**config.mk**
```make
export PLATFORM = sky130hd
export DESIGN_NAME = pirq_isa_router
export DESIGN_NICKNAME = d
export VERILOG_FILES = /design/src/rtl/pirq_route_pkg.sv /design/src/rtl/pirq_cfg_regs.sv /design/src/rtl/pirq_field_sel.sv /design/src/rtl/pirq_line_map.sv /design/src/rtl/pirq_isa_router.sv
export SDC_FILE = /design/constraint.sdc
export NUM_CORES = 1
export LEC_CHECK = 0
export BUFFER_PORTS_ARGS = -buffer_cell sky130_fd_sc_hd__buf_2
export CORE_MARGIN = 4
export CORE_UTILIZATION = 50
export DETAILED_ROUTE_END_ITERATION = 16
export PLACE_DENSITY = 0.86
export SLEW_MARGIN = 15
export SYNTH_ARGS = -nofsm -noshare
export SYNTH_HDL_FRONTEND = slang
export SYNTH_SLANG_ARGS = --single-unit
```
**constraint.sdc**
```tcl
create_clock -name clk_i -period 3.29 [get_ports clk_i]
set_clock_uncertainty 0.05 [all_clocks]
set_input_delay 0.658 -clock clk_i [delete_from_list [all_inputs] [get_ports clk_i]]
set_output_delay 0.658 -clock clk_i [all_outputs]
set_load 0.005 [all_outputs]
```
**src/rtl/pirq_route_pkg.sv**
```systemverilog
package pirq_route_pkg;
  localparam int unsigned PIN_CNT   = 4;
  localparam int unsigned LINE_CNT  = 16;
  localparam int unsigned FIELD_W   = $clog2(LINE_CNT);
  localparam int unsigned CFG_BYTES = 3;
  localparam int unsigned BYTE_IDX_W = $clog2(CFG_BYTES);

  // per pin: which routing byte (offset from base) and which nibble
  localparam int unsigned PIN_BYTE [PIN_CNT] = '{0, 1, 1, 2};
  localparam bit          PIN_HI   [PIN_CNT] = '{1'b1, 1'b0, 1'b1, 1'b1};

  localparam logic [LINE_CNT-1:0] RSVD_MASK_DEF = 16'h2104; // lines 13, 8, 2

  typedef logic [CFG_BYTES-1:0][7:0]       cfg_bytes_t;
  typedef logic [PIN_CNT-1:0][FIELD_W-1:0] route_t;
endpackage

```
**src/rtl/pirq_cfg_regs.sv**
```systemverilog
module pirq_cfg_regs
  import pirq_route_pkg::*;
#(
  parameter logic [7:0] CFG_BASE = 8'h55
) (
  input  logic       clk_i,
  input  logic       rst_ni,
  input  logic       we_i,
  input  logic [7:0] addr_i,
  input  logic [7:0] data_i,
  output cfg_bytes_t cfg_o
);
  cfg_bytes_t cfg_q;

  for (genvar b = 0; b < CFG_BYTES; b++) begin : g_byte
    localparam logic [7:0] ADDR = 8'(CFG_BASE + 8'(b));
    logic sel;
    assign sel = we_i && (addr_i == ADDR);

    always_ff @(posedge clk_i or negedge rst_ni) begin
      if (!rst_ni)  cfg_q[b] <= '0;
      else if (sel) cfg_q[b] <= data_i;
    end

    // addressed byte takes the written data
    a_r4_byte_store: assert property (@(posedge clk_i) disable iff (!rst_ni)
      (we_i && addr_i == ADDR) |=> (cfg_o[b] == $past(data_i)));
    // unaddressed byte holds
    a_r4_byte_hold: assert property (@(posedge clk_i) disable iff (!rst_ni)
      !(we_i && addr_i == ADDR) |=> $stable(cfg_o[b]));
  end

  assign cfg_o = cfg_q;
endmodule

```
**src/rtl/pirq_field_sel.sv**
```systemverilog
module pirq_field_sel
  import pirq_route_pkg::*;
(
  input  cfg_bytes_t cfg_i,
  output route_t     route_o
);
  for (genvar p = 0; p < PIN_CNT; p++) begin : g_pin
    if (PIN_HI[p]) begin : g_hi
      assign route_o[p] = cfg_i[PIN_BYTE[p]][7:4];
    end else begin : g_lo
      assign route_o[p] = cfg_i[PIN_BYTE[p]][3:0];
    end
  end
endmodule

```
**src/rtl/pirq_line_map.sv**
```systemverilog
module pirq_line_map
  import pirq_route_pkg::*;
#(
  parameter logic [LINE_CNT-1:0] RSVD_MASK = RSVD_MASK_DEF
) (
  input  route_t              route_i,
  input  logic [PIN_CNT-1:0]  pirq_i,
  output logic [LINE_CNT-1:0] lines_o,
  output logic                rsvd_hit_o
);
  logic [PIN_CNT-1:0][LINE_CNT-1:0] pin_vec;

  for (genvar p = 0; p < PIN_CNT; p++) begin : g_dec
    always_comb begin
      pin_vec[p] = '0;
      if (pirq_i[p] && (route_i[p] != '0)) pin_vec[p][route_i[p]] = 1'b1;
    end
  end

  always_comb begin
    lines_o = '0;
    for (int p = 0; p < PIN_CNT; p++) lines_o |= pin_vec[p];
  end

  assign rsvd_hit_o = |(lines_o & RSVD_MASK);
endmodule

```
**src/rtl/pirq_isa_router.sv**
```systemverilog
module pirq_isa_router
  import pirq_route_pkg::*;
#(
  parameter logic [7:0]          CFG_BASE  = 8'h55,
  parameter logic [LINE_CNT-1:0] RSVD_MASK = RSVD_MASK_DEF
) (
  input  logic                clk_i,
  input  logic                rst_ni,
  input  logic                cfg_we_i,
  input  logic [7:0]          cfg_addr_i,
  input  logic [7:0]          cfg_data_i,
  input  logic [PIN_CNT-1:0]  pirq_i,
  input  logic                err_clr_i,
  output logic [LINE_CNT-1:0] isa_irq_o,
  output logic                rsvd_err_o
);
  cfg_bytes_t cfg;
  route_t     route;
  logic       rsvd_hit;
  logic       err_q;

  pirq_cfg_regs #(.CFG_BASE(CFG_BASE)) u_regs (
    .clk_i (clk_i), .rst_ni(rst_ni), .we_i(cfg_we_i),
    .addr_i(cfg_addr_i), .data_i(cfg_data_i), .cfg_o(cfg)
  );

  pirq_field_sel u_sel (.cfg_i(cfg), .route_o(route));

  pirq_line_map #(.RSVD_MASK(RSVD_MASK)) u_map (
    .route_i(route), .pirq_i(pirq_i), .lines_o(isa_irq_o), .rsvd_hit_o(rsvd_hit)
  );

  // set beats clear
  always_ff @(posedge clk_i or negedge rst_ni) begin
    if (!rst_ni)        err_q <= 1'b0;
    else if (rsvd_hit)  err_q <= 1'b1;
    else if (err_clr_i) err_q <= 1'b0;
  end
  assign rsvd_err_o = err_q;

  a_r5_line0_idle: assert property (@(posedge clk_i) disable iff (!rst_ni)
    !isa_irq_o[0]);

  for (genvar p = 0; p < PIN_CNT; p++) begin : g_chk
    // a live, enabled pin shows on its target line
    a_r6_pin_reaches_line: assert property (@(posedge clk_i) disable iff (!rst_ni)
      (pirq_i[p] && route[p] != '0) |-> isa_irq_o[route[p]]);
  end

  a_r8_flag_set: assert property (@(posedge clk_i) disable iff (!rst_ni)
    rsvd_hit |=> rsvd_err_o);
  a_r9_flag_hold: assert property (@(posedge clk_i) disable iff (!rst_ni)
    (rsvd_err_o && !err_clr_i) |=> rsvd_err_o);
  a_r9_flag_clear: assert property (@(posedge clk_i) disable iff (!rst_ni)
    (err_clr_i && !rsvd_hit) |=> !rsvd_err_o);
  a_r9_no_spurious: assert property (@(posedge clk_i) disable iff (!rst_ni)
    (!rsvd_err_o && !rsvd_hit) |=> !rsvd_err_o);
endmodule

```
After elaboration in Yosys (flattened, before gate mapping):

Index checks and enable logic that the tools add are counted.

* register bits: 25
* input port bits: 24
* word-level logic and storage cells: 49

* $lt $le $gt $ge: 8
* muxes and demuxes: 14
* bitwise logic cells: 3
* eq/ne operators: 3
* reductions and logical operators: 17

Operators with widths (number)
* two-way mux 16 bit: 4
* OR 16 bit: 3
* == test 8 x 7 -> 1 bit (second input constant): 3
* less-than comparator 4 x 5 -> 1 bit (second input constant): 4
* demux 1 bit (select 4 bit): 4
* >= comparator 4 x 1 -> 1 bit (second input constant): 4
* nonzero test 4 bit: 4
* logical AND 1 bit: 11
* two-way mux 1 bit: 6
* OR reduction 3 bit: 1
* nonzero test 2 bit: 1

Depth between registers and ports, before layout:

Gate-level depths: netlist of run 1.

* word-level depth: 10
* gate-level depth with buffers: 5
* mapped depth without buffers: 4

Cells and area by module:

From an unflattened synthesis of run 1, not the netlist that was laid out.

* cell total of the unflattened synthesis: 162
* area, all modules: 1692.9 um2

By module, submodules not included
* pirq_cfg_regs: instances 1, cells each 54, area an instance 979.7 um2
* pirq_line_map: instances 1, cells each 89, area an instance 556.8 um2
* pirq_field_sel: instances 1, cells each 16, area an instance 120.1 um2
* pirq_isa_router: instances 1, cells each 3, area an instance 36.3 um2

Least setup slack after synthesis of run 1:

No wires, ideal clock.

* path type: in2reg
* start point: in cfg_addr_i[7]
* end point: reg u_regs.cfg_q, in the netlist u_regs.cfg_o[10]
* setup slack: 1.067 ns
* library setup time: 0.125 ns
* stages: 4
* data arrival time: 2.048 ns
* path buffers: 0
* data required time: 3.115 ns
* cells stage by stage: nand4b_1 -> or4b_4 -> nor3b_4 -> mux2_2

* longest elaborated chain between the ends: 2

RTL lines
* start, declared: RTL line pirq_isa_router.sv:10 `input logic [7:0] cfg_addr_i,`
* == test 8 x 7 -> 1 bit: RTL line pirq_cfg_regs.sv:18 `assign sel = we_i && (addr_i == ADDR);`
* logical AND 1 bit: RTL line pirq_cfg_regs.sv:18
* end signal, assigned by index: RTL line pirq_cfg_regs.sv:22 `else if (sel) cfg_q[b] <= data_i;`
* end, declared: RTL line pirq_cfg_regs.sv:13 `cfg_bytes_t cfg_q;`

No other way between the ends.
A chain may end at the register's enable or synchronous reset.

Worst setup path after layout of run 1:

* start point: in pirq_i[1]
* end point: out isa_irq_o[8]

* longest elaborated chain between the ends: 5

RTL lines
* start, declared: RTL line pirq_isa_router.sv:12 `input logic [PIN_CNT-1:0] pirq_i,`
* logical AND 1 bit: RTL line pirq_line_map.sv:16 `if (pirq_i[p] && (route_i[p] != '0)) pin_vec[p][route_i[p]] = 1'b1;`
* two-way mux 16 bit: RTL line pirq_line_map.sv:16
* OR 16 bit (3 in a row): RTL line pirq_line_map.sv:22 `for (int p = 0; p < PIN_CNT; p++) lines_o |= pin_vec[p];`
* end, declared: RTL line pirq_isa_router.sv:14 `output logic [LINE_CNT-1:0] isa_irq_o,`

No other way between the ends.

==> results_tabular.tex, run 1 <==
\begin{tabular}{lr}
\hline
Metric & Value \\
\hline
\multicolumn{2}{l}{\textbf{Worst hold path}} \\
\quad Hold crit path type & in2async \\
\multicolumn{2}{l}{\textbf{Logic synthesis}} \\
\quad Syn\_nets & 154 \\
\quad Post-synthesis async set-or-reset flop share & 100\% \\
\quad Cell count after synthesis & 130 \\
\quad Largest cells by area after synthesis & dfrtp\_1 (34\%), mux2\_2 (15\%), o221ai\_1 (5.6\%) \\
\quad Area fraction of the dominant cell type after synthesis & 34.3\% \\
\quad Number of distinct library cell variants in the gate-level netlist after synthesis & 35 \\
\quad Post-Syn Area & 0.00124 mm2 \\
\quad Top flip-flop cell by instance count after synthesis & dfrtp\_1 \\
\quad Register area share after synthesis & 34.3\% \\
\quad YS warnings & 0 \\
\quad FF+latch count, synth & 17 \\
\quad Synthesized area per cell & 9.55 um2 \\
\quad Top cell type by total area after synthesis & dfrtp\_1 \\
\quad Number of enable-type register cells in the synthesized netlist & 0 \\
\multicolumn{2}{l}{\textbf{Clock tree}} \\
\quad CTS Root Buffer Type & clkbuf\_4 \\
\quad Hold bufs inserted after CTS & 0 \\
\quad Num Clock Sinks & 17 \\
\quad Clock tree from TritonCTS & built \\
\quad Htree depth & 1 \\
\quad Gates resized, CTS repair & 0 \\
\quad Post-CTS Setup Repair Bufs & 0 \\
\quad Clk\_lat worst skew & 0.30 ns \\
\quad CTS clock-pin slew for the worst setup and hold paths & 0.10 ns \\
\quad Number of buffers added by the clock tree synthesis step & 3 \\
\quad Buffer levels on the longest clock path & 2 \\
\multicolumn{2}{l}{\textbf{Setup path}} \\
\quad Type of the worst setup path & in2out \\
\quad Startpoint kind of the worst setup timing path & input pin \\
\quad Cell Chain, Critical Path & buf\_2 -> or3b\_2 -> o221ai\_1 -> buf\_2 \\
\quad Delay of the slowest cell on the worst path & 0.49 ns \\
\quad Kind of end point of the critical path & primary output \\
\quad Largest fanout on the critical path & 6 \\
\quad Combined buffer and inverter count along the critical path & 2 \\
\quad Family of cells with the greatest summed delay on the critical path & simple AND/OR/NAND/NOR gates \\
\quad Master of the slowest instance on the critical path & or3b\_2 \\
\quad Worst setup path startpoint & pirq\_i[1] \\
\quad Arr. time, crit path & 1.74 ns \\
\quad Crit path required time & 2.58 ns \\
\quad Number of logic stages on the critical path including buffering & 4 \\
\quad Startpoint of the lowest-slack register-to-register path & u\_regs.cfg\_o[9] \\
\quad Number of cells on the worst reg-to-reg path & 4 \\
\quad Most repeated library cell on the critical path & buf\_2 \\
\multicolumn{2}{l}{\textbf{STA}} \\
\quad Max Freq & 408 MHz \\
\quad Part of the cycle the worst path needs & 74.5\% \\
\quad Post-Route Setup TNS & 0 ns \\
\quad Shortest period the worst path allows & 2.45 ns \\
\quad RSZ-0062 raised after global routing & no \\
\quad Count of endpoints failing hold in the final timing report & 0 \\
\quad Number of pins exceeding their max-slew limit in the final report & 0 \\
\quad Total of endpoints with negative setup slack in the final report & 0 \\
\quad Smallest hold slack & 0.219 ns \\
\multicolumn{2}{l}{\textbf{Detailed routing}} \\
\quad Iteration-0 DRC count of the detailed router & 75 \\
\quad Total number of vias & 1,266 \\
\quad Count of antenna-violating nets left after detailed routing & 0 \\
\quad Post-detailed-route DRC marker count & 0 \\
\quad Total wirelength of the detailed-routed design & 3.46 mm \\
\quad Routed vias/inst & 6.43 \\
\quad Routed wire length per instance & 17.6 um \\
\quad Pre-antenna DRT Iters & 4 \\
\multicolumn{2}{l}{\textbf{Global route}} \\
\quad Aggregate global-route resource usage & 21.4\% \\
\quad Wire length of the first global-routing pass & 5.55 mm \\
\quad Vias in the first global route & 1,235 \\
\quad Largest net degree at the start of global routing & 18 \\
\quad Total congestion overflow after global routing & 0 \\
\quad Initial antenna violation count & 0 \\
\multicolumn{2}{l}{\textbf{Final layout}} \\
\quad FILL cells & 198 \\
\quad Fraction of layout instances using a drive strength above 1 & 38.5\% \\
\quad Storage cell area & 425 um2 \\
\quad Final cell area excluding filler cells & 0.00148 mm2 \\
\quad Number of nets in the finished design & 194 \\
\quad Antenna diode count & 0 \\
\quad Area occupied by multi-input gates & 790 um2 \\
\quad Non-filler instance count after layout & 197 \\
\quad Signed area change from the synthesized netlist to the final layout & 19.2\% \\
\multicolumn{2}{l}{\textbf{Floorplanning}} \\
\quad X dimension of the die & 57.8 um \\
\quad Area of the die & 0.00334 mm2 \\
\quad Die Y-Extent & 57.8 um \\
\quad IO Pins & 41 \\
\quad Core Area & 0.00230 mm2 \\
\quad Std cell rows & 17 \\
\quad Initial core utilization & 54.0\% \\
\multicolumn{2}{l}{\textbf{Pwr}} \\
\quad Leakage power & 0.700 nW \\
\quad Peak ir drop on the vdd network & 210 uV \\
\quad Pwr Density & 296 mW/mm2 \\
\multicolumn{2}{l}{\textbf{Placement}} \\
\quad GPL Wtd Cong & 1.00 \\
\quad I/O Buffers & 39 \\
\quad Post-DP HPWL & 2.72 mm \\
\quad Cell count after placement & 193 \\
\quad Post-DP Area & 0.00145 mm2 \\
\multicolumn{2}{l}{\textbf{Status}} \\
\quad Run status & finished, final reports clean \\
\multicolumn{2}{l}{\textbf{Run}} \\
\quad Max-capacitance violation count & 0 \\
\hline
\end{tabular}
[sequential cells by signal, summed over array words and instances (netlist names)]
register	cells
u_regs.cfg_o	16
rsvd_err_o	1
[stage by stage]
step | power [mW] | setup WS [ns] | util (%)
detailed placement | 0.327 | 0.807 | 63.2
CTS | 0.439 | 0.889 | 64.4
finish | 0.438 | 0.840 | 64.4
global placement | 0.323 | 0.884 | 63.2
floorplan | 0.284 | 1.07 | -
global route | 0.463 | 0.813 | 64.4
[power by group]
part | leakage, nW | switching [mW] | internal [mW] | total [mW]
Clock | 0.0150 | 0.0666 | 0.0473 | 0.114
Sequential | 0.233 | 0.0171 | 0.221 | 0.239
Combinational | 0.452 | 0.0421 | 0.0431 | 0.0851
[final timing paths]
path | slack (ns) | endpoint
max | 0.84 | isa_irq_o[8]
min | 0.22 | u_regs.cfg_o[5]
max reg2reg | 1.55 | rsvd_err_o
min reg2reg | 0.53 | u_regs.cfg_o[13]
max in group asynchronous | 2.69 | u_regs.cfg_o[10]
min in group clk_i | 0.53 | u_regs.cfg_o[13]
[routing by layer]
| layer | track usage, % | wire length, um | vias up |
|---|---|---|---|
| met5 | 0 | 0 | - |
| met1 | 27.2 | 1410 | 607 |
| met4 | 9.27 | 57 | 0 |
| met2 | 35.6 | 1680 | 72 |
| met3 | 3.56 | 321 | 7 |
| li1 | - | - | 580 |
[kinds of logic after synthesis]
logic type	after synthesis	synth area share, %
AO/OA/AOI/OAI	30	19.0
buffers and inverters	6	2.12
flip-flops	17	34.3
multiplexers	16	14.5
other	1	0.302
AND/OR/NAND/NOR	60	29.8
[final cells by class]
type	instances	share of cell area, %
multi-input combinational	107	53.4
sequential	17	28.8
timing repair buffer	39	13.2
tap	28	2.37
clock buffer	4	1.78
inverter	2	0.508
[cells in the final DEF, fill, tap and decap left out, drive strengths merged, types with 3 or more instances in the layout]
cell type / count
nor3b: 3
nor2b: 6
buf: 39
a31oi: 3
nor2: 12
or3b: 3
dfrtp: 17
nand3: 4
nand2: 10
o221ai: 8
a22oi: 3
nand3b: 6
clkbuf: 4
o211ai: 3
and3b: 3
a21oi: 3
nand2b: 5
mux2: 16
[synth_stat cells, types with 4 or more instances]
cell	instances
dfrtp_1	17
mux2_2	16
nand2_1	10
nand2b_1	5
nand3_1	4
nand3b_1	6
nor2_1	12
nor2b_1	6
o221ai_1	8
Note: power is estimated with default switching activity, not from simulation.
==> inputs of run 2 (changes only) <==
- CORE_UTILIZATION: 50 -> 45
- PLACE_DENSITY: 0.86 -> 0.82
- clock period: 3.29 -> 2 ns (I/O delays scaled with it)
==> results_tabular.tex, run 2 (synthesized netlist as in run 1, its figures left out) <==
\begin{tabular}{lr}
\hline
Metric & Value \\
\hline
\multicolumn{2}{l}{\textbf{Setup path}} \\
\quad Critical R2R Capture & rsvd\_err\_o \\
\quad Kind of end point of the critical path & primary output \\
\quad Arr. time, crit path & 1.59 ns \\
\quad Delay of the slowest cell on the worst path & 0.41 ns \\
\quad Number of logic stages on the critical path including buffering & 5 \\
\quad Largest fanout on the critical path & 5 \\
\quad Register-to-register path setup slack & 0.07 ns \\
\quad Number of cells on the worst reg-to-reg path & 6 \\
\quad Startpoint kind of the worst setup timing path & register \\
\quad Cell Chain, Critical Path & buf\_6 -> and3b\_2 -> a22oi\_2 -> o221ai\_1 -> buf\_2 \\
\quad Master of the slowest instance on the critical path & dfrtp\_1 \\
\quad Startpoint of the lowest-slack register-to-register path & u\_regs.cfg\_o[5] \\
\quad Family of cells with the greatest summed delay on the critical path & flip-flops \\
\quad Type of the worst setup path & reg2out \\
\quad Crit path required time & 1.55 ns \\
\quad Combined buffer and inverter count along the critical path & 2 \\
\multicolumn{2}{l}{\textbf{STA}} \\
\quad Max Freq & 491 MHz \\
\quad Shortest period the worst path allows & 2.04 ns \\
\quad Total of endpoints with negative setup slack in the final report & 3 \\
\quad Number of pins exceeding their max-slew limit in the final report & 0 \\
\quad Part of the cycle the worst path needs & 102\% \\
\quad Min setup slack post-route & -0.0383 ns \\
\quad Count of endpoints failing hold in the final timing report & 0 \\
\quad RSZ-0062 raised after global routing & yes \\
\multicolumn{2}{l}{\textbf{Final layout}} \\
\quad Post-Route Utilization & 66.9\% \\
\quad Most common cell after layout, fill and taps aside & buf\_2 \\
\quad Signed area change from the synthesized netlist to the final layout & 37.2\% \\
\quad Non-filler instance count after layout & 213 \\
\quad Max reg flops & 16 \\
\quad Antenna diode count & 0 \\
\quad FILL cells & 204 \\
\quad Number of nets in the finished design & 208 \\
\quad Commonest cells after routing, fill and taps aside & buf\_2 (39), mux2\_2 (16), nor2\_1 (11), dfrtp\_1 (11), nand2\_1 (10) \\
\quad Fraction of layout instances using a drive strength above 1 & 53.6\% \\
\multicolumn{2}{l}{\textbf{Floorplanning}} \\
\quad X dimension of the die & 60.5 um \\
\quad IO Pins & 41 \\
\quad Die Y-Extent & 60.5 um \\
\quad Area of the die & 0.00366 mm2 \\
\quad Std cell rows & 18 \\
\quad Initial core utilization & 48.8\% \\
\quad Core Area & 0.00254 mm2 \\
\multicolumn{2}{l}{\textbf{Placement}} \\
\quad GPL Wtd Cong & 0.994 \\
\quad I/O Buffers & 39 \\
\quad Cell count after placement & 199 \\
\quad Minimum setup slack after placement & -0.0890 ns \\
\quad Post-DP HPWL & 2.79 mm \\
\multicolumn{2}{l}{\textbf{Pwr}} \\
\quad Overall Power & 0.760 mW \\
\quad Peak ir drop on the vdd network & 375 uV \\
\quad Pwr Density & 446 mW/mm2 \\
\quad Leakage power & 0.775 nW \\
\multicolumn{2}{l}{\textbf{Clock tree}} \\
\quad Number of buffers added by the clock tree synthesis step & 3 \\
\quad Clock tree from TritonCTS & built \\
\quad Num Clock Sinks & 17 \\
\quad CTS clock-pin slew for the worst setup and hold paths & 0.10 ns \\
\quad Buffer levels on the longest clock path & 2 \\
\quad Htree depth & 1 \\
\quad Clk\_lat worst skew & 0.30 ns \\
\quad CTS Root Buffer Type & clkbuf\_4 \\
\multicolumn{2}{l}{\textbf{Global route}} \\
\quad Aggregate global-route resource usage & 21.9\% \\
\quad Vias in the first global route & 1,297 \\
\quad Initial antenna violation count & 0 \\
\quad Total congestion overflow after global routing & 0 \\
\quad Wire length of the first global-routing pass & 6.00 mm \\
\quad Largest net degree at the start of global routing & 18 \\
\multicolumn{2}{l}{\textbf{Worst hold path}} \\
\quad Hold Path Depth & 2 \\
\quad Sink of the worst hold path & u\_regs.cfg\_o[8] \\
\quad Hold crit path type & in2reg \\
\quad Worst Hold Launch & cfg\_data\_i[0] \\
\multicolumn{2}{l}{\textbf{Detailed routing}} \\
\quad Total number of vias & 1,350 \\
\quad Post-detailed-route DRC marker count & 0 \\
\quad Iteration-0 DRC count of the detailed router & 139 \\
\quad Pre-antenna DRT Iters & 4 \\
\quad Count of antenna-violating nets left after detailed routing & 0 \\
\quad Total wirelength of the detailed-routed design & 3.79 mm \\
\quad Sum of met3 wire segment lengths after detailed routing & 331 um \\
\quad Routed vias/inst & 6.34 \\
\quad Amount of wire on met2 after detailed routing & 1.78 mm \\
\quad Routed length on met1 & 1.53 mm \\
\quad Highest metal used & met4 \\
\quad Routed wire length per instance & 17.8 um \\
\multicolumn{2}{l}{\textbf{Run}} \\
\quad Max-capacitance violation count & 0 \\
\multicolumn{2}{l}{\textbf{Status}} \\
\quad Failing checks & setup timing \\
\quad Run status & complete, but fails checks \\
\hline
\end{tabular}
run 2: repair_timing:
item,CTS,global route
setup buffers,6,4
resized for setup,6,22
setup endpoints to repair,6,14
hold endpoints to repair,17,0
hold buffers,1,0
pin swaps,1,8
run 2: worst max-delay path by stage:
stage	slack [ns]	from	to
floorplan	0.03	cfg_addr_i[7]	u_regs.cfg_o[10]
global placement	-0.05	cfg_addr_i[7]	u_regs.cfg_o[10]
detailed placement	-0.09	cfg_addr_i[7]	u_regs.cfg_o[13]
CTS	-0.01	u_regs.cfg_o[15]	isa_irq_o[2]
global route	-0.1	u_regs.cfg_o[11]	isa_irq_o[13]
finish	-0.04	u_regs.cfg_o[5]	isa_irq_o[6]
run 2: through the flow:
stage / cell area (um2) / hold slack [ns] / TNS [ns]
floorplan: 1240 / 0.0544 / 0
global placement: 1500 / 0.280 / -0.457
detailed placement: 1500 / 0.293 / -0.842
CTS: 1600 / 0.279 / -0.0165
global route: 1700 / 0.283 / -0.613
finish: 1700 / 0.286 / -0.0970
run 2: cell type report:
cell class                 instances  area [um2]  share of cell area, %
timing repair buffer              53         327                   19.2
multi-input combinational        107         872                   51.2
clock buffer                       4        26.3                   1.54
tap                               30        37.5                   2.20
sequential                        17         433                   25.4
inverter                           2        7.51                  0.441
run 2: power by group:
part	leakage [nW]	total, mW	switching [mW]	internal (mW)
clock network	0.0150	0.188	0.111	0.0776
logic	0.536	0.175	0.0815	0.0940
registers	0.224	0.396	0.0305	0.366
total	0.775	0.760	0.223	0.537
run 2: worst reg2reg max path, stage by stage (launching register included):
cell      delay, ns
dfrtp_1        0.41
buf_6          0.13
and3b_2        0.23
a22oi_1        0.16
o211ai_1       0.15
buf_4          0.16
or4_1          0.52
run 2: metal layers:
layer  GRT usage [%]  vias up
met5               0        -
met4            14.6        0
met1            27.7      636
li1                -      611
met3            3.40       21
met2            34.7       82
